<file path="src/rtl/ea_pkg.sv">
package ea_pkg;
  typedef enum logic [1:0] {
    EA_BD   = 2'd0,
    EA_BI   = 2'd1,
    EA_BSI  = 2'd2,
    EA_BSID = 2'd3
  } ea_mode_e;
endpackage

</file>
<file path="src/rtl/ea_disp_ext.sv">
module ea_disp_ext #(
  parameter int AW = 32,
  parameter int NW = 8
) (
  input  logic [AW-1:0] disp_i,
  input  logic          wide_i,
  output logic [AW-1:0] disp_o
);
  localparam int EXT_W = AW - NW;
  logic [AW-1:0] narrow;
  assign narrow = {{EXT_W{disp_i[NW-1]}}, disp_i[NW-1:0]};
  assign disp_o = wide_i ? disp_i : narrow;
endmodule

</file>
<file path="src/rtl/ea_index_scale.sv">
module ea_index_scale #(
  parameter int AW = 32,
  parameter int SW = 2
) (
  input  logic [AW-1:0] index_i,
  input  logic [SW-1:0] scale_i,
  output logic [AW-1:0] scaled_o
);
  localparam int NSH = 1 << SW;
  logic [AW-1:0] sh [NSH];
  for (genvar g = 0; g < NSH; g++) begin : g_sh
    assign sh[g] = index_i << g;
  end
  assign scaled_o = sh[scale_i];
endmodule

</file>
<file path="src/rtl/ea_sum.sv">
module ea_sum #(
  parameter int AW = 32
) (
  input  logic [AW-1:0] base_i,
  input  logic [AW-1:0] idx_i,
  input  logic [AW-1:0] disp_i,
  output logic [AW-1:0] sum_o
);
  // carry out of bit AW-1 is dropped: modulo 2^AW
  assign sum_o = base_i + idx_i + disp_i;
endmodule

</file>
<file path="src/rtl/ea_out_reg.sv">
module ea_out_reg #(
  parameter int AW = 32
) (
  input  logic          clk_i,
  input  logic          rst_ni,
  input  logic          valid_i,
  input  logic          lea_i,
  input  logic [AW-1:0] sum_i,
  output logic [AW-1:0] addr_o,
  output logic          mem_req_o,
  output logic          res_vld_o
);
  always_ff @(posedge clk_i or negedge rst_ni) begin
    if (!rst_ni) begin
      addr_o    <= '0;
      mem_req_o <= 1'b0;
      res_vld_o <= 1'b0;
    end else begin
      mem_req_o <= valid_i & ~lea_i;
      res_vld_o <= valid_i & lea_i;
      if (valid_i) addr_o <= sum_i;
    end
  end
endmodule

</file>
<file path="src/rtl/ea_gen.sv">
module ea_gen
  import ea_pkg::*;
#(
  parameter int AW = 32,
  parameter int SW = 2,
  parameter int NW = 8
) (
  input  logic          clk_i,
  input  logic          rst_ni,
  input  logic          valid_i,
  input  logic [1:0]    mode_i,
  input  logic          lea_i,
  input  logic [AW-1:0] base_i,
  input  logic [AW-1:0] index_i,
  input  logic [SW-1:0] scale_i,
  input  logic [AW-1:0] disp_i,
  input  logic          disp_wide_i,
  output logic [AW-1:0] addr_o,
  output logic          mem_req_o,
  output logic          res_vld_o
);
  ea_mode_e      mode;
  logic [AW-1:0] disp_ext, idx_scaled, idx_term, disp_term, sum;

  assign mode = ea_mode_e'(mode_i);

  ea_disp_ext #(.AW(AW), .NW(NW)) u_disp (
    .disp_i (disp_i),
    .wide_i (disp_wide_i),
    .disp_o (disp_ext)
  );

  ea_index_scale #(.AW(AW), .SW(SW)) u_scale (
    .index_i  (index_i),
    .scale_i  (scale_i),
    .scaled_o (idx_scaled)
  );

  always_comb begin
    idx_term  = '0;
    disp_term = '0;
    unique case (mode)
      EA_BD:   disp_term = disp_ext;
      EA_BI:   idx_term  = index_i;
      EA_BSI:  idx_term  = idx_scaled;
      EA_BSID: begin
        idx_term  = idx_scaled;
        disp_term = disp_ext;
      end
      default: ;
    endcase
  end

  ea_sum #(.AW(AW)) u_sum (
    .base_i (base_i),
    .idx_i  (idx_term),
    .disp_i (disp_term),
    .sum_o  (sum)
  );

  ea_out_reg #(.AW(AW)) u_out (
    .clk_i     (clk_i),
    .rst_ni    (rst_ni),
    .valid_i   (valid_i),
    .lea_i     (lea_i),
    .sum_i     (sum),
    .addr_o    (addr_o),
    .mem_req_o (mem_req_o),
    .res_vld_o (res_vld_o)
  );
endmodule

</file>
<file path="config.mk">
export PLATFORM = sky130hd
export DESIGN_NAME = ea_gen
export DESIGN_NICKNAME = d
export VERILOG_FILES = /design/src/rtl/ea_pkg.sv /design/src/rtl/ea_disp_ext.sv /design/src/rtl/ea_index_scale.sv /design/src/rtl/ea_sum.sv /design/src/rtl/ea_out_reg.sv /design/src/rtl/ea_gen.sv
export SDC_FILE = /design/constraint.sdc
export NUM_CORES = 1
export LEC_CHECK = 0
export ABC_AREA = 1
export CAP_MARGIN = 30
export CELL_PAD_IN_SITES_DETAIL_PLACEMENT = 2
export CELL_PAD_IN_SITES_GLOBAL_PLACEMENT = 2
export CORE_MARGIN = 3
export CORE_UTILIZATION = 36
export DETAILED_ROUTE_END_ITERATION = 8
export DONT_BUFFER_PORTS = 1
export GPL_TIMING_DRIVEN = 0
export PLACE_DENSITY_LB_ADDON = 0.15
export SLEW_MARGIN = 20
export SYNTH_ARGS = -nofsm -noshare
export SYNTH_HDL_FRONTEND = slang
export SYNTH_SLANG_ARGS = --single-unit
</file>
<file path="constraint.sdc">
create_clock -name clk_i -period 1.3 [get_ports clk_i]
set_input_delay 0.13 -clock clk_i [delete_from_list [all_inputs] [get_ports clk_i]]
set_output_delay 0.13 -clock clk_i [all_outputs]
set_load 0.03 [all_outputs]
</file>
==> impl_metrics.env, run 1 <==
export IMPL_synth_cells=979
export IMPL_cts_sinks=34
export IMPL_root_buffer="clkbuf_16"
export IMPL_synth_seq_cells=34
export IMPL_synth_largest_area_cell="nand2_1"
export IMPL_ys_top_cells_by_count="nand2_1 (433), inv_1 (162), nand3_1 (56), a21oi_1 (45), nor2_1 (43)"
export IMPL_hpwlAfterDp_mm=20.1
export IMPL_status="stopped before the end"
export IMPL_syn_cell_area_um2=5690
export IMPL_syn_nets=1150
export IMPL_portBuffers=0
export IMPL_yosysMostFrequentCell="nand2_1"
export IMPL_synth_edf_count=0
export IMPL_yosys_cell_types_count=37
export IMPL_dpl_cell_count=1190
export IMPL_yosysWarningCount=0
export IMPL_rows=45
export IMPL_gp_congestion=0.926
export IMPL_ctsResizeCount=221
export IMPL_haltStage="clock tree synthesis"
export IMPL_synth_area_top_cells="nand2_1 (29%), dfrtp_1 (15%), fa_1 (11%), inv_1 (11%), ha_1 (7.5%)"
export IMPL_ys_async_sr_fraction_pct=100
export IMPL_ios=139
export IMPL_tool_error="[ERROR DPL-0033] detailed placement checks failed during check placement."
export IMPL_ys_seq_area_share_pct=15.0
export IMPL_die_x_um=132
export IMPL_cts_hold_buf=3
export IMPL_h_tree_depth=2
export IMPL_synth_avg_cell_area_um2=5.81
export IMPL_cts_buffer_depth=2
export IMPL_postCtsSetupBuffers=29
export IMPL_cts_made_buffers=5
export IMPL_netlist_area_leader_share_pct=28.6
export IMPL_synth_ff_type="dfrtp_1"
export IMPL_initial_utilization_pct=37.1
export IMPL_die_y_um=132
-- per-stage QoR --
stage / hold WS, ns / cell area (um^2) / setup TNS (ns) / worst slack, ns
after floorplan: -0.166 / 5980 / -36.30 / -1.42
after global placement: -0.165 / 6240 / -55.34 / -2.05
after detailed placement: -0.165 / 6240 / -58.09 / -2.09
-- logic make-up after synthesis --
kind of cell | share of synthesized area, %
AO/OA/AOI/OAI | 9.94
XOR/XNOR | 1.54
adder cells (fa/ha/maj) | 18.7
buffers and inverters | 13.6
flip-flops | 15.0
multiplexers | 0.176
AND/OR/NAND/NOR | 41.0
==> run 2: changes to the inputs <==
- CELL_PAD_IN_SITES_DETAIL_PLACEMENT: 2 -> default
- CELL_PAD_IN_SITES_GLOBAL_PLACEMENT: 2 -> default
- CORE_UTILIZATION: 36 -> 40
==> run 2 against run 1 <==
Effect of this change:
- the flow now finishes, with violations (negative setup slack)
- area after synthesis unchanged
- synthesized cell count unchanged
==> impl_metrics.env, run 2 <==
export IMPL_cts_made_buffers=5
export IMPL_nets=1208
export IMPL_period_needed_ns=2.65
export IMPL_largest_register_ffs=32
export IMPL_cts_sinks=34
export IMPL_portBuffers=0
export IMPL_synth_edf_count=0
export IMPL_p_clk_share_pct=11.0
export IMPL_status="complete, but fails checks"
export IMPL_netlist_area_leader_share_pct=28.6
export IMPL_rows=42
export IMPL_period_share_pct=204
export IMPL_rsz0062_at_grt="yes"
export IMPL_layout_setup_ws_ns=-1.35
export IMPL_hold_ws_ns=0.158
export IMPL_yosys_cell_types_count=37
export IMPL_worstPathRequired_ns=1.46
export IMPL_grt_overflow=0
export IMPL_worstSetupPathType="input port to register"
export IMPL_layout_common_cells="nand2_1 (363), inv_1 (140), nand2_2 (65)"
export IMPL_hold_path_class="input port to register"
export IMPL_cp_end_kind="register"
export IMPL_drcViolationCount=0
export IMPL_drtIter0Drc=258
export IMPL_worst_pin_slew_ns=0.411
export IMPL_wl_mm=19.1
export IMPL_grt_max_degree=35
export IMPL_ys_async_sr_fraction_pct=100
export IMPL_relSlewSlack_pct=72.6
export IMPL_drt_first_pass_iters=5
export IMPL_post_place_ws_ns=-1.99
export IMPL_wl_per_cell_um=15.7
export IMPL_initial_utilization_pct=42.0
export IMPL_finalClockSkew_ns=0
export IMPL_antenna_found_initial=0
export IMPL_vias=6091
export IMPL_violations="negative setup slack"
export IMPL_p_leak_nw=4.12
export IMPL_hpwlAfterDp_mm=15.0
export IMPL_dpl_instance_area_um2=6200
export IMPL_synth_largest_area_cell="nand2_1"
export IMPL_clock_latency_ns=0.27
export IMPL_dieArea_um2=15700
export IMPL_critPathArrivalTime_ns=2.81
export IMPL_cts_buffer_depth=2
export IMPL_synth_cells=979
export IMPL_h_tree_depth=2
export IMPL_cts_tree="yes"
export IMPL_root_buffer="clkbuf_16"
export IMPL_crit_fanout=6
export IMPL_ios=139
export IMPL_startpoint_type="input port"
export IMPL_grt_pass1_vias=6114
export IMPL_ys_top_cells_by_count="nand2_1 (433), inv_1 (162), nand3_1 (56), a21oi_1 (45), nor2_1 (43)"
export IMPL_p_int_mw=4.83
export IMPL_die_y_um=125
export IMPL_final_cell_area_um2=7810
export IMPL_largest_register="u_out.addr_o"
export IMPL_pwr_share_comb_pct=63.9
export IMPL_yosysMostFrequentCell="nand2_1"
export IMPL_synth_avg_cell_area_um2=5.81
export IMPL_switching_share_pct=50.2
export IMPL_max_freq_mhz=377
export IMPL_path_clk_slew_ns=0.05
export IMPL_gp_congestion=0.947
export IMPL_hold_viol_final=0
export IMPL_power_switching_mw=4.87
export IMPL_max_vdd_ir_drop_mv=0.683
export IMPL_drv_cap=0
export IMPL_fillers=1333
export IMPL_synth_ff_type="dfrtp_1"
export IMPL_ys_seq_area_share_pct=15.0
export IMPL_vias_per_cell=5.02
export IMPL_power_density_nw_per_um2=1240
export IMPL_area_growth_pct=37.3
export IMPL_drv_slew=0
export IMPL_top_regs="u_out.addr_o x32, u_out.mem_req_o x1, u_out.res_vld_o x1"
export IMPL_mostFrequentLayoutCell="nand2_1"
export IMPL_syn_cell_area_um2=5690
export IMPL_detail_route_antenna_nets=0
export IMPL_coreArea_um2=13600
export IMPL_final_layout_size_suffix_gt1_share_pct=29.6
export IMPL_yosysWarningCount=0
export IMPL_grt_usage_pct=23.6
export IMPL_diodes=0
export IMPL_grt_first_pass_wirelength_mm=30.5
export IMPL_finalSetupViolCount=32
export IMPL_die_x_um=125
export IMPL_syn_nets=1150
export IMPL_synth_seq_cells=34
export IMPL_synth_area_top_cells="nand2_1 (29%), dfrtp_1 (15%), fa_1 (11%), inv_1 (11%), ha_1 (7.5%)"
export IMPL_rrSetupSlack_ns=0.47
export IMPL_pwr_share_seq_pct=25.2
## run 2: cell counts after synthesis
Identical to the previous run, type by type.
## run 2: cells by family after synthesis
group | count (synthesis) | synth area share (%)
buf+inv | 196 | 13.6
mux | 1 | 0.176
flops | 34 | 15.0
fa+ha+maj | 66 | 18.7
simple gates | 570 | 41.0
compound gates | 102 | 9.94
xor+xnor | 10 | 1.54
## run 2: per-stage QoR
stage          instances  setup TNS, ns  power (mW)  utilization, %
4_1_cts             1198         -36.01        9.05            54.8
3_5_place_dp        1155         -53.94        6.62            45.7
2_1_floorplan        979         -36.30        5.63               -
5_1_grt             1213         -42.30        10.5            57.6
6_report            1213         -37.75        9.70            57.6
3_3_place_gp        1155         -53.68        6.60            45.7
## run 2: final cells by class
class	instances	area, um^2	share of cell area, %
multi-input combinational	749	5180	66.3
sequential	34	851	10.9
inverter	165	642	8.22
timing repair buffer	51	499	6.39
buffer	31	285	3.65
tap	176	220	2.82
clock buffer	7	133	1.70
## run 2: final timing paths
kind / from / end / cells after the start
min reg2reg: u_out.addr_o[27] / u_out.addr_o[27] / 2
max reg2reg: u_out.addr_o[12] / u_out.addr_o[12] / 2
min in group asynchronous: rst_ni / u_out.addr_o[7] / 2
max: mode_i[0] / u_out.addr_o[23] / 22
min: valid_i / u_out.addr_o[16] / 2
max in group asynchronous: rst_ni / u_out.res_vld_o / 2
## run 2: routing by layer
layer,GRT usage [%],part of all wire (%),up-vias
met1,31.1,44,2758
li1,-,-,3113
met4,6.63,2.7,0
met2,39.5,47,190
met3,4.56,7.2,30
met5,0,0,-
## run 2: power groups by stage
stage / Clock [mW] / Combinational [mW] / Sequential (mW)
2_1_floorplan: 0 / 3.25 / 2.38
3_3_place_gp: 0 / 4.14 / 2.46
3_5_place_dp: 0 / 4.15 / 2.47
4_1_cts: 1.09 / 5.50 / 2.46
5_1_grt: 1.13 / 6.83 / 2.50
6_report: 1.06 / 6.19 / 2.44
## run 2: timing repair
| action | CTS | global route |
|---|---|---|
| gates resized for setup | 177 | 75 |
| hold buffers | 3 | 0 |
| setup endpoints to repair | 32 | 32 |
| gates cloned | 3 | 0 |
| pin swaps | 94 | 33 |
| setup buffers | 30 | 15 |
| endpoints found under the hold margin | 36 | 0 |
## run 2: critical path: stages
cell and delay [ns]:
inv_16 0.02, ha_4 0.15, nor2_4 0.15, nor2_4 0.07, buf_6 0.14, clkbuf_16 0.15
nand2_2 0.05, o211ai_1 0.09, nand2_1 0.10, inv_2 0.04, fa_1 0.52, ha_4 0.35
nand2_4 0.09, nor2_4 0.15, and2_4 0.17, nand2_4 0.05, nand2_4 0.09, nand2_2 0.06
nand2_1 0.06, nand2_1 0.05, nand3_2 0.08, nand2_1 0.05
(Power assumes the default switching activity.)
